===== config.mk =====
export PLATFORM = sky130hd
export DESIGN_NAME = tower_esum_pipe
export DESIGN_NICKNAME = d
export VERILOG_FILES = /design/src/rtl/tep_pkg.sv /design/src/rtl/tep_chan_front.sv /design/src/rtl/tep_sat_tree.sv /design/src/rtl/tower_esum_pipe.sv
export SDC_FILE = /design/constraint.sdc
export NUM_CORES = 1
export LEC_CHECK = 0
export ABC_AREA = 1
export BUFFER_PORTS_ARGS = -buffer_cell sky130_fd_sc_hd__buf_2
export CAP_MARGIN = 20
export CORE_ASPECT_RATIO = 1.25
export CORE_MARGIN = 2
export CORE_UTILIZATION = 54
export DETAILED_ROUTE_END_ITERATION = 12
export GPL_TIMING_DRIVEN = 0
export PLACE_DENSITY = 0.78
export SYNTH_ARGS = -nofsm -noshare
export SYNTH_HDL_FRONTEND = slang
export SYNTH_SLANG_ARGS = --single-unit

===== constraint.sdc =====
create_clock -name clk -period 1.8 [get_ports clk]
set_clock_uncertainty 0.1 [all_clocks]
set_input_delay 0.18 -clock clk [delete_from_list [all_inputs] [get_ports clk]]
set_output_delay 0.18 -clock clk [all_outputs]
set_load 0.02 [all_outputs]

===== src/rtl/tep_pkg.sv =====
package tep_pkg;
   // registers ahead of the adder tree: input, parity/mask, presum, threshold
   localparam int FRONT_STAGES = 4;

   function automatic int tree_levels(input int n);
      return $clog2(n);
   endfunction

   function automatic int total_latency(input int n);
      return FRONT_STAGES + $clog2(n);
   endfunction
endpackage


===== src/rtl/tep_chan_front.sv =====
module tep_chan_front #(
   parameter int VW = 8
) (
   input  logic          clk,
   input  logic          rst_n,
   input  logic          vld,
   input  logic [VW-1:0] em,
   input  logic          em_p,
   input  logic [VW-1:0] had,
   input  logic          had_p,
   input  logic          msk,
   input  logic [VW:0]   thr,
   input  logic          clr,
   output logic [VW:0]   tower,
   output logic          err
);
   logic          em_ok, had_ok, keep;
   logic [VW-1:0] em_q, had_q;
   logic [VW:0]   pre_q;

   // odd parity over data and parity bit together
   assign em_ok  = ^{em, em_p};
   assign had_ok = ^{had, had_p};
   assign keep   = vld && !msk && em_ok && had_ok;

   // stage: parity and mask
   always_ff @(posedge clk or negedge rst_n) begin
      if (!rst_n) begin
         em_q  <= '0;
         had_q <= '0;
         err   <= 1'b0;
      end else begin
         em_q  <= keep ? em  : '0;
         had_q <= keep ? had : '0;
         if (vld && !msk && !(em_ok && had_ok))
            err <= 1'b1;
         else if (clr)
            err <= 1'b0;
      end
   end

   // stage: presum, then threshold cut
   always_ff @(posedge clk or negedge rst_n) begin
      if (!rst_n) begin
         pre_q <= '0;
         tower <= '0;
      end else begin
         pre_q <= {1'b0, em_q} + {1'b0, had_q};
         tower <= (pre_q >= thr) ? pre_q : '0;
      end
   end

   p_mask_zero_r3: assert property (@(posedge clk) disable iff (!rst_n)
      (vld && msk) |=> (em_q == '0 && had_q == '0));
   p_err_sticky_r2: assert property (@(posedge clk) disable iff (!rst_n)
      (err && !clr) |=> err);
   p_cut_r5: assert property (@(posedge clk) disable iff (!rst_n)
      (tower != '0) |-> ($past(pre_q) >= $past(thr)));
endmodule


===== src/rtl/tep_sat_tree.sv =====
module tep_sat_tree #(
   parameter int NCH = 8,
   parameter int IW  = 9,
   parameter int TW  = 12
) (
   input  logic              clk,
   input  logic              rst_n,
   input  logic [NCH*IW-1:0] leaves,
   output logic [TW-1:0]     sum_o,
   output logic              ovf_o
);
   localparam logic [TW-1:0] MAXV = {TW{1'b1}};

   // heap numbering: node 1 is the root, nodes NCH..2*NCH-1 are leaves
   for (genvar i = 1; i < 2*NCH; i++) begin : g_n
      logic [TW-1:0] v;
      logic          s;
      if (i >= NCH) begin : g_leaf
         assign v = TW'(leaves[(i-NCH)*IW +: IW]);
         assign s = 1'b0;
      end else begin : g_add
         logic [TW:0] raw;
         assign raw = {1'b0, g_n[2*i].v} + {1'b0, g_n[2*i+1].v};
         always_ff @(posedge clk or negedge rst_n) begin
            if (!rst_n) begin
               v <= '0;
               s <= 1'b0;
            end else if (g_n[2*i].s || g_n[2*i+1].s || raw[TW]) begin
               v <= MAXV;
               s <= 1'b1;
            end else begin
               v <= raw[TW-1:0];
               s <= 1'b0;
            end
         end
         p_sat_prop_r6: assert property (@(posedge clk) disable iff (!rst_n)
            (g_n[2*i].s || g_n[2*i+1].s) |=> s);
      end
   end

   assign sum_o = g_n[1].v;
   assign ovf_o = g_n[1].s;
endmodule


===== src/rtl/tower_esum_pipe.sv =====
module tower_esum_pipe #(
   parameter int NCH = 8,
   parameter int VW  = 8,
   parameter int TW  = 12
) (
   input  logic              clk,
   input  logic              rst_n,
   input  logic              in_valid,
   input  logic [NCH*VW-1:0] em_data,
   input  logic [NCH-1:0]    em_par,
   input  logic [NCH*VW-1:0] had_data,
   input  logic [NCH-1:0]    had_par,
   input  logic [NCH-1:0]    chan_mask,
   input  logic [VW:0]       low_thr,
   input  logic [NCH-1:0]    err_clr,
   output logic [TW-1:0]     sum_out,
   output logic              sum_ovf,
   output logic              out_valid,
   output logic [NCH-1:0]    par_err
);
   import tep_pkg::*;

   localparam int IW  = VW + 1;
   localparam int LAT = total_latency(NCH);
   localparam int CW  = $clog2(LAT + 1);
   localparam logic [TW-1:0] MAXV = {TW{1'b1}};

   if (NCH < 2 || (NCH & (NCH - 1)) != 0) begin : g_bad_nch
      $error("NCH must be a power of two, at least 2");
   end
   if (TW < IW) begin : g_bad_tw
      $error("TW must hold at least one tower value");
   end

   // input register
   logic [NCH*VW-1:0] em_q, had_q;
   logic [NCH-1:0]    emp_q, hadp_q, msk_q;
   logic              v_q;

   always_ff @(posedge clk or negedge rst_n) begin
      if (!rst_n) begin
         em_q   <= '0;
         had_q  <= '0;
         emp_q  <= '0;
         hadp_q <= '0;
         msk_q  <= '0;
         v_q    <= 1'b0;
      end else begin
         em_q   <= em_data;
         had_q  <= had_data;
         emp_q  <= em_par;
         hadp_q <= had_par;
         msk_q  <= chan_mask;
         v_q    <= in_valid;
      end
   end

   logic [NCH*IW-1:0] towers;

   for (genvar c = 0; c < NCH; c++) begin : g_ch
      tep_chan_front #(.VW(VW)) u_front (
         .clk   (clk),
         .rst_n (rst_n),
         .vld   (v_q),
         .em    (em_q[c*VW +: VW]),
         .em_p  (emp_q[c]),
         .had   (had_q[c*VW +: VW]),
         .had_p (hadp_q[c]),
         .msk   (msk_q[c]),
         .thr   (low_thr),
         .clr   (err_clr[c]),
         .tower (towers[c*IW +: IW]),
         .err   (par_err[c])
      );
   end

   tep_sat_tree #(.NCH(NCH), .IW(IW), .TW(TW)) u_tree (
      .clk    (clk),
      .rst_n  (rst_n),
      .leaves (towers),
      .sum_o  (sum_out),
      .ovf_o  (sum_ovf)
   );

   // valid pipe: slot 0 is the input register
   logic [LAT-1:0] vpipe;
   always_ff @(posedge clk or negedge rst_n) begin
      if (!rst_n) vpipe <= '0;
      else        vpipe <= {vpipe[LAT-2:0], in_valid};
   end
   assign out_valid = vpipe[LAT-1];

   // cycles since reset, for the latency check
   logic [CW-1:0] warm;
   always_ff @(posedge clk or negedge rst_n) begin
      if (!rst_n)                   warm <= '0;
      else if (warm != CW'(LAT))    warm <= warm + 1'b1;
   end

   p_latency_r7: assert property (@(posedge clk) disable iff (!rst_n)
      (warm == CW'(LAT)) |-> (out_valid == $past(in_valid, LAT)));
   p_idle_zero_r7: assert property (@(posedge clk) disable iff (!rst_n)
      !out_valid |-> (sum_out == '0 && !sum_ovf));
   p_no_overflow_r6: assert property (@(posedge clk) disable iff (!rst_n)
      sum_ovf |-> (sum_out == MAXV));
endmodule


; ---- Yosys cells after proc, flatten, opt, wreduce, memory -nomap -nowiden
; Index checks and enable logic that the tools add are counted.
; Widths: inputs -> output; s select.
[classes]
n_div = 0
eq_ne = 0
n_addsub = 15
muxes = 54
n_lt_le_gt_ge = 8
shift = 0
bitwise = 0
n_reduce_logical = 86
mul = 0
[ops]
columns = op, count
row1 = $reduce_xor 9->1, 16
row2 = $mux 8, 16
row3 = $mux 12, 7
row4 = $add 8x8->9, 8
row5 = $ge 9x9->1, 8
row6 = $mux 9, 8
row7 = $add 9x9->10, 4
row8 = $logic_and 1x1->1, 40
row9 = $add 12x12->13, 3
row10 = $mux 1, 23
row11 = $logic_not 1->1, 16
row12 = $reduce_bool 2->1, 8
row13 = $logic_or 1x1->1, 6
[totals]
ram_bits = 0
romBits = 0
output_inout_bits = 22
ff_bits = 531
latch_bits = 0
in_bits = 172
memories = 0
elab_cells = 224

; ---- Depth between registers and ports, before layout
; Gate-level depths: netlist of the first run.
[logic_depth]
ltp_word = 5
depth_mapped = 11
mapped_depth_nobuf = 11

; ---- Cells and area by module
; From an unflattened synthesis of the first run, not the netlist that was laid out.
[unflattened]
hier_cells = 2617
hier_area_um2 = 24667.4
[by_module_without_submodules]
columns = mod, instances, area_per_inst_um2, cells_each
row1 = tep_chan_front (g_ch[1].u_front ...), 4, 1954.4, 226
row2 = tep_chan_front (g_ch[0].u_front ...), 3, 1940.6, 225
row3 = tep_sat_tree, 1, 5092.4, 652
row4 = tower_esum_pipe, 1, 3978.8, 159
row5 = tep_chan_front (g_ch[4].u_front), 1, 1956.9, 227

; ---- Worst setup path before layout of the first run
; No wires, ideal clock.
[synth_timing]
kind = reg-to-reg
start = reg g_ch[7].u_front.had_q[0]
end = reg g_ch[7].u_front.pre_q[8]
setup_slack_ns = -0.050
t_arrival_ns = 1.632
period_less_slack_ns = 1.850
stages_incl_launch_ff = 8
path_cell_list = dfrtp_1 ha_1 fa_1 nand3_1 nand2_1 a21boi_0 o21bai_1 a21o_1
[synth_via]
elab_chain_cells = 1
[synth_lines]
columns = item, line
row1 = start: declaration, tep_chan_front.sv:18  ; logic [VW-1:0] em_q, had_q;
row2 = start signal: assignment, tep_chan_front.sv:34  ; had_q <= keep ? had : '0;
row3 = $add 8x8->9, tep_chan_front.sv:48  ; pre_q <= {1'b0, em_q} + {1'b0, had_q};
row4 = end signal: assignment, tep_chan_front.sv:48
row5 = end: declaration, tep_chan_front.sv:19  ; logic [VW:0] pre_q;
; Every way passes these cells.
; A chain may end at the register's enable or synchronous reset.

; ---- Worst setup path after layout of the first run
[layout_timing]
start = reg g_ch[1].u_front.em_q[0]
end = reg g_ch[1].u_front.pre_q[8]
[layout_via]
elab_chain_cells = 1
[layout_lines]
columns = item, line
row1 = start: declaration, tep_chan_front.sv:18
row2 = start signal: assignment, tep_chan_front.sv:33  ; em_q <= keep ? em : '0;
row3 = $add 8x8->9, tep_chan_front.sv:48
row4 = end signal: assignment, tep_chan_front.sv:48
row5 = end: declaration, tep_chan_front.sv:19
; Every way passes these cells.

==> impl_metrics.ini, run 1 <==
[run_status]
status = complete, no violations

[setup_path]
start_kind = flip-flop
end_kind = flip-flop
critPathMaxFanout = 2
crit_type = flip-flop to flip-flop
crit_required_ns = 2.16
arrival_ns = 2.15
r2r_slack_ns = 0.006

[placement]
place.gp.congestion = 0.901
dp.cells = 3170
placed_cell_area_sq_mm = 0.0257
numPortBuffers = 192
hpwl_mm = 33.8
pre_cts_slack_ns = -0.440

[drt]
drt-total-wl_mm = 52.9
drc = 0
drt_iter0_markers = 836
ant_nets = 0
wl_per_cell_um = 15.2
num_vias = 17700
viasPerCell = 5.10
drtPass1Iterations = 6

[logic_synthesis]
synth_fp_nets = 2792
synth_top_area_cell = dfrtp_1
syn_avg_cell_area_sq_um = 9.97
synthArstFlopShare_pct = 100
yosys_most_used_dff = dfrtp_1
synth-edff-count = 0
ys_warn_count = 0
postSynthRegisterBits = 513
yosysTopAreaCellShare_pct = 53.6
synth_area_leaders = dfrtp_1 (54%), ha_1 (11%), nand2_1 (9.0%)
ys_types = 32
synth-seq-area-share_pct = 53.6
synth.cell_area_sq_mm = 0.0239
synthCells = 2402

[finish]
fin_nets = 3245
finalInstanceArea_sq_mm = 0.0301
utilization_pct = 68.6
final_common_cell = nand2_1
syn_to_final_growth_pct = 25.7
drive_gt1_share_pct = 20.2
finalNonFillerCells = 3472
final_cell_mix = nand2_1 (558), dfrtp_1 (513), inv_1 (312)

[global_routing]
antenna_found_initial = 1
grt-ovfl-total = 0
grt_pass1_wl_mm = 85.7
grt_pass1_vias = 18600
grt_max_degree = 134
grt_use_total_pct = 23.1

[flow_run]
cap_violations = 0

[clock_network]
htreeDepth = 2
cts_tree = built
clk_pin_slew_worst_paths_ns = 0.06
cts_sinks = 513
root_buffer = clkbuf_16
cts_buffers = 51
clock_latency_ns = 0.57
cts_buffer_depth = 3

[die]
dieHeight_um = 239
start_util_pct = 54.5
die_x_um = 192
num_io_pins = 194
core_area_sq_mm = 0.0439
std_cell_rows = 86
die_area_sq_mm = 0.0461

[timing]
finalWorstSetupSlack_ns = 0.00608
final_hold_viol_count = 0
setup_viol = 0
rsz0062_at_grt = true
slew_violations = 0
min_period_over_period_pct = 99.7
slew_headroom_pct = 54.3
worst_pin_slew_ns = 0.685
period_needed_ns = 1.79
fmax_mhz = 557
final.hold.worst_slack_ns = 0.0290

[power_and_ir_drop]
p_leak_nw = 17.2
ir_worst_vdd_mv = 0.844
powerDensity_mw_per_mm2 = 884

[min_path]
hold_class = primary input to asynchronous set/reset pin
[per-layer routing]
metal / GRT usage, % / share of wire (%) / up-vias
li1: - / - / 8517
met1: 26.1 / 38 / 8530
met2: 42.4 / 53 / 498
met3: 3.62 / 4.3 / 176
met4: 10.8 / 5.0 / 0
met5: 0 / 0 / -
[final cells by class]
cell class / instances / area [sq um]
fillers: 3030 / 13800
flip-flops and latches: 513 / 12800
multi-input cells: 1535 / 10200
repair buffers: 395 / 3020
clock buffers: 74 / 1570
inverters: 342 / 1290
well taps: 572 / 716
clock inverters: 21 / 333
plain buffers: 17 / 166
diodes: 3 / 7.51
[worst max-delay path, stage by stage (launching register included)]
cell      delay, ns
dfrtp_1        0.43
ha_4           0.19
fa_2           0.41
nand3_2        0.10
nand2_2        0.06
a21boi_2       0.16
o21bai_1       0.10
a21o_1         0.15
[sequential cells by signal, summed over array words and instances, names as in the netlist]
register / count
had_q: 64
vpipe: 7
u_tree.sum_o: 12
em_q: 64
u_tree.g_n.v: 62
emp_q: 8
g_ch.u_front.em_q: 64
g_ch.u_front.pre_q: 72
g_ch.u_front.had_q: 64
msk_q: 8
g_ch.u_front.tower: 72
g_ch.u_front.err: 8
hadp_q: 8
[worst paths after layout]
check                                         from                       end  depth (start not counted)
setup / recovery           g_ch[1].u_front.em_q[0]  g_ch[1].u_front.pre_q[8]                          7
max in group asynchronous                    rst_n                  vpipe[6]                          4
min in group clk                       em_data[22]                  em_q[22]                          2
setup reg to reg           g_ch[1].u_front.em_q[0]  g_ch[1].u_front.pre_q[8]                          7
hold reg to reg                           vpipe[3]                  vpipe[4]                          0
hold / removal                               rst_n                  em_q[52]                          2
[per-stage QoR]
step	power (mW)	setup TNS [ns]
final	26.6	0
after floorplan	13.8	0
after detailed placement	14.7	-22.98
after global routing	27.7	-0.520
after CTS	26.6	0
after global placement	14.5	-4590.89
[repair_timing]
action / 4_1_cts / 5_1_grt
setup endpoints to repair: 45 / 265
setup buffers: 14 / 22
hold endpoints to repair: 244 / 0
resized for setup: 52 / 75
gates cloned: 0 / 6
pin swaps: 19 / 42
hold buffers: 162 / 0
[cell usage after synthesis (23+ instances only)]
| master | number |
|---|---|
| a21oi_1 | 120 |
| dfrtp_1 | 513 |
| ha_1 | 203 |
| inv_1 | 319 |
| inv_2 | 23 |
| nand2_1 | 576 |
| nand3_1 | 145 |
| nand4_1 | 23 |
| nor2_1 | 95 |
| nor2_2 | 70 |
| o21ai_0 | 25 |
| xnor2_1 | 45 |
| xor2_1 | 118 |
[report_power, final]
group          internal (mW)  leakage [nW]  switching (mW)
clock                   7.19         0.920            4.46
sequential              11.9          6.76           0.313
combinational           1.11          9.50            1.57
[logic make-up after synthesis]
kind of cell / share of synthesized area [%]
AOI/OAI and AO/OA: 4.67
xor gates and xnor gates: 5.96
adders and majority gates: 11.9
buffers and inverters: 6.06
DFF: 53.6
other: 0.0157
and+or+nand+nor: 17.8
Power figures use the tool's default switching activity.
==> inputs of run 2 (changes only) <==
--- a/config.mk
+++ b/config.mk
@@ -10,10 +10,10 @@
 export CAP_MARGIN = 20
 export CORE_ASPECT_RATIO = 1.25
 export CORE_MARGIN = 2
-export CORE_UTILIZATION = 54
+export CORE_UTILIZATION = 39
 export DETAILED_ROUTE_END_ITERATION = 12
 export GPL_TIMING_DRIVEN = 0
-export PLACE_DENSITY = 0.78
+export PLACE_DENSITY = 0.6
 export SYNTH_ARGS = -nofsm -noshare
 export SYNTH_HDL_FRONTEND = slang
 export SYNTH_SLANG_ARGS = --single-unit
==> run 2 against run 1 <==
The run now ends with negative hold slack left; power decreased by 2.2%; clock-buffer cell count fell by 6; design area increased by 0.67%; fmax is 1.2% higher; core utilization shrank 19 points; via count is 4.2% lower; largest power group unchanged.
==> impl_metrics.ini, run 2 (synthesized netlist as in run 1, its figures left out) <==
[clock_network]
cts_sinks = 513
cts_buffers = 53
clk_pin_slew_worst_paths_ns = 0.06
cts_tree = built
root_buffer = clkbuf_16
cts_buffer_depth = 3
htreeDepth = 2
clock_latency_ns = 0.60

[timing]
worst_pin_slew_ns = 0.660
finalWorstSetupSlack_ns = 0.0277
final.hold.worst_slack_ns = -0.242
final_hold_viol_count = 281
slew_violations = 0
rsz0062_at_grt = true
period_needed_ns = 1.77
slew_headroom_pct = 56.0
min_period_over_period_pct = 98.5
setup_viol = 0
fmax_mhz = 564
finalSetupTns_ns = 0

[die]
core_area_sq_mm = 0.0608
die_x_um = 226
start_util_pct = 39.4
die_area_sq_mm = 0.0634
std_cell_rows = 101
num_io_pins = 194
dieHeight_um = 281

[setup_path]
arrival_ns = 2.18
end_kind = flip-flop
start_kind = flip-flop
startpoint = u_tree.g_n[2].v[0]
crit_required_ns = 2.20
critPathMaxFanout = 2
crit_type = flip-flop to flip-flop
timing.rr.start = u_tree.g_n[2].v[0]

[drt]
wl_per_cell_um = 13.6
drc = 0
num_vias = 17000
viasPerCell = 4.57
ant_nets = 0
drtPass1Iterations = 6
drt-total-wl_mm = 50.7
drt_iter0_markers = 584

[placement]
pre_cts_slack_ns = -0.471
dp.cells = 3422
placed_cell_area_sq_mm = 0.0261
numPortBuffers = 192
place.gp.congestion = 0.853
hpwl_mm = 35.8

[run_status]
violations = negative hold slack
status = finished, violations left

[global_routing]
grt_pass1_vias = 17600
antenna_found_initial = 8
grt_use_total_pct = 16.1
grt-ovfl-total = 0
grt_pass1_wl_mm = 82.9
grt_max_degree = 134

[finish]
final_cell_mix = nand2_1 (554), dfrtp_1 (513), inv_1 (314)
finalInstanceArea_sq_mm = 0.0303
final_common_cell = nand2_1
n_fill_cell = 5403
drive_gt1_share_pct = 20.1
syn_to_final_growth_pct = 26.6
finalNonFillerCells = 3718
fin_nets = 3241
reg.largest.list = g_ch.u_front.pre_q x72, g_ch.u_front.tower x72

[power_and_ir_drop]
power_mw = 26.0
powerDensity_mw_per_mm2 = 858
ir_worst_vdd_mv = 0.764
p_leak_nw = 17.1

[flow_run]
cap_violations = 0

[min_path]
hold_class = primary input to asynchronous set/reset pin
[run 2: routing by layer]
| layer | wire [um] | track usage, % |
|---|---|---|
| met3 | 2160 | 3.20 |
| met5 | 69 | 0 |
| met1 | 20900 | 18.9 |
| met4 | 1590 | 5.93 |
| met2 | 26000 | 28.9 |
[run 2: path summary, 6_finish.rpt]
| check | slack, ns | cells past startpoint | endpoint |
|---|---|---|---|
| worst min register to register | 0.25 | 0 | vpipe[3] |
| min in group clk | 0.11 | 2 | em_q[22] |
| worst min-delay path | -0.24 | 4 | g_ch[2].u_front.err |
| max in group asynchronous | 0.44 | 7 | had_q[9] |
| worst max-delay path | 0.03 | 9 | u_tree.sum_o[8] |
| worst max register to register | 0.03 | 9 | u_tree.sum_o[8] |
[run 2: report_power, final]
part	total [mW]	switching [mW]	internal (mW)
Sequential	12.3	0.306	11.9
Combinational	2.64	1.51	1.13
Clock	11.1	4.58	6.54
Total	26.0	6.39	19.6
[run 2: cell type report]
cell class                 instances  area [sq um]  share of cell area [%]
multi-input combinational       1535         10100                    33.5
antenna                            2          5.00                  0.0165
sequential                       513         12800                    42.4
clock buffer                      68          1470                    4.86
clock inverter                    28           319                    1.05
inverter                         342          1290                    4.25
buffer                            17           166                   0.549
tap                              824          1030                    3.40
timing repair buffer             389          3040                    10.0
[run 2: critical path, cell delays in order (launching register included)]
cell	delay, ns
dfrtp_1	0.36
ha_2	0.19
inv_1	0.05
fa_2	0.35
inv_2	0.08
nand3_2	0.06
nand2_2	0.10
a21oi_2	0.08
o21ai_1	0.16
xor2_1	0.16
[run 2: stage by stage]
step                      utilization, %  hold slack (ns)
after global placement              42.7            0.188
after detailed placement            42.9           0.0140
after CTS                           48.9           -0.491
after global routing                49.9           -0.215
final                               49.9           -0.242
after floorplan                        -           -0.216
[run 2: repair_timing]
item,4_1_cts,5_1_grt
buffers inserted,9,18
gates resized for setup,45,75
hold buffers,163,2
hold endpoints to repair,442,62
gates cloned,0,6
pin swaps,15,42
endpoints found under the setup margin,116,282
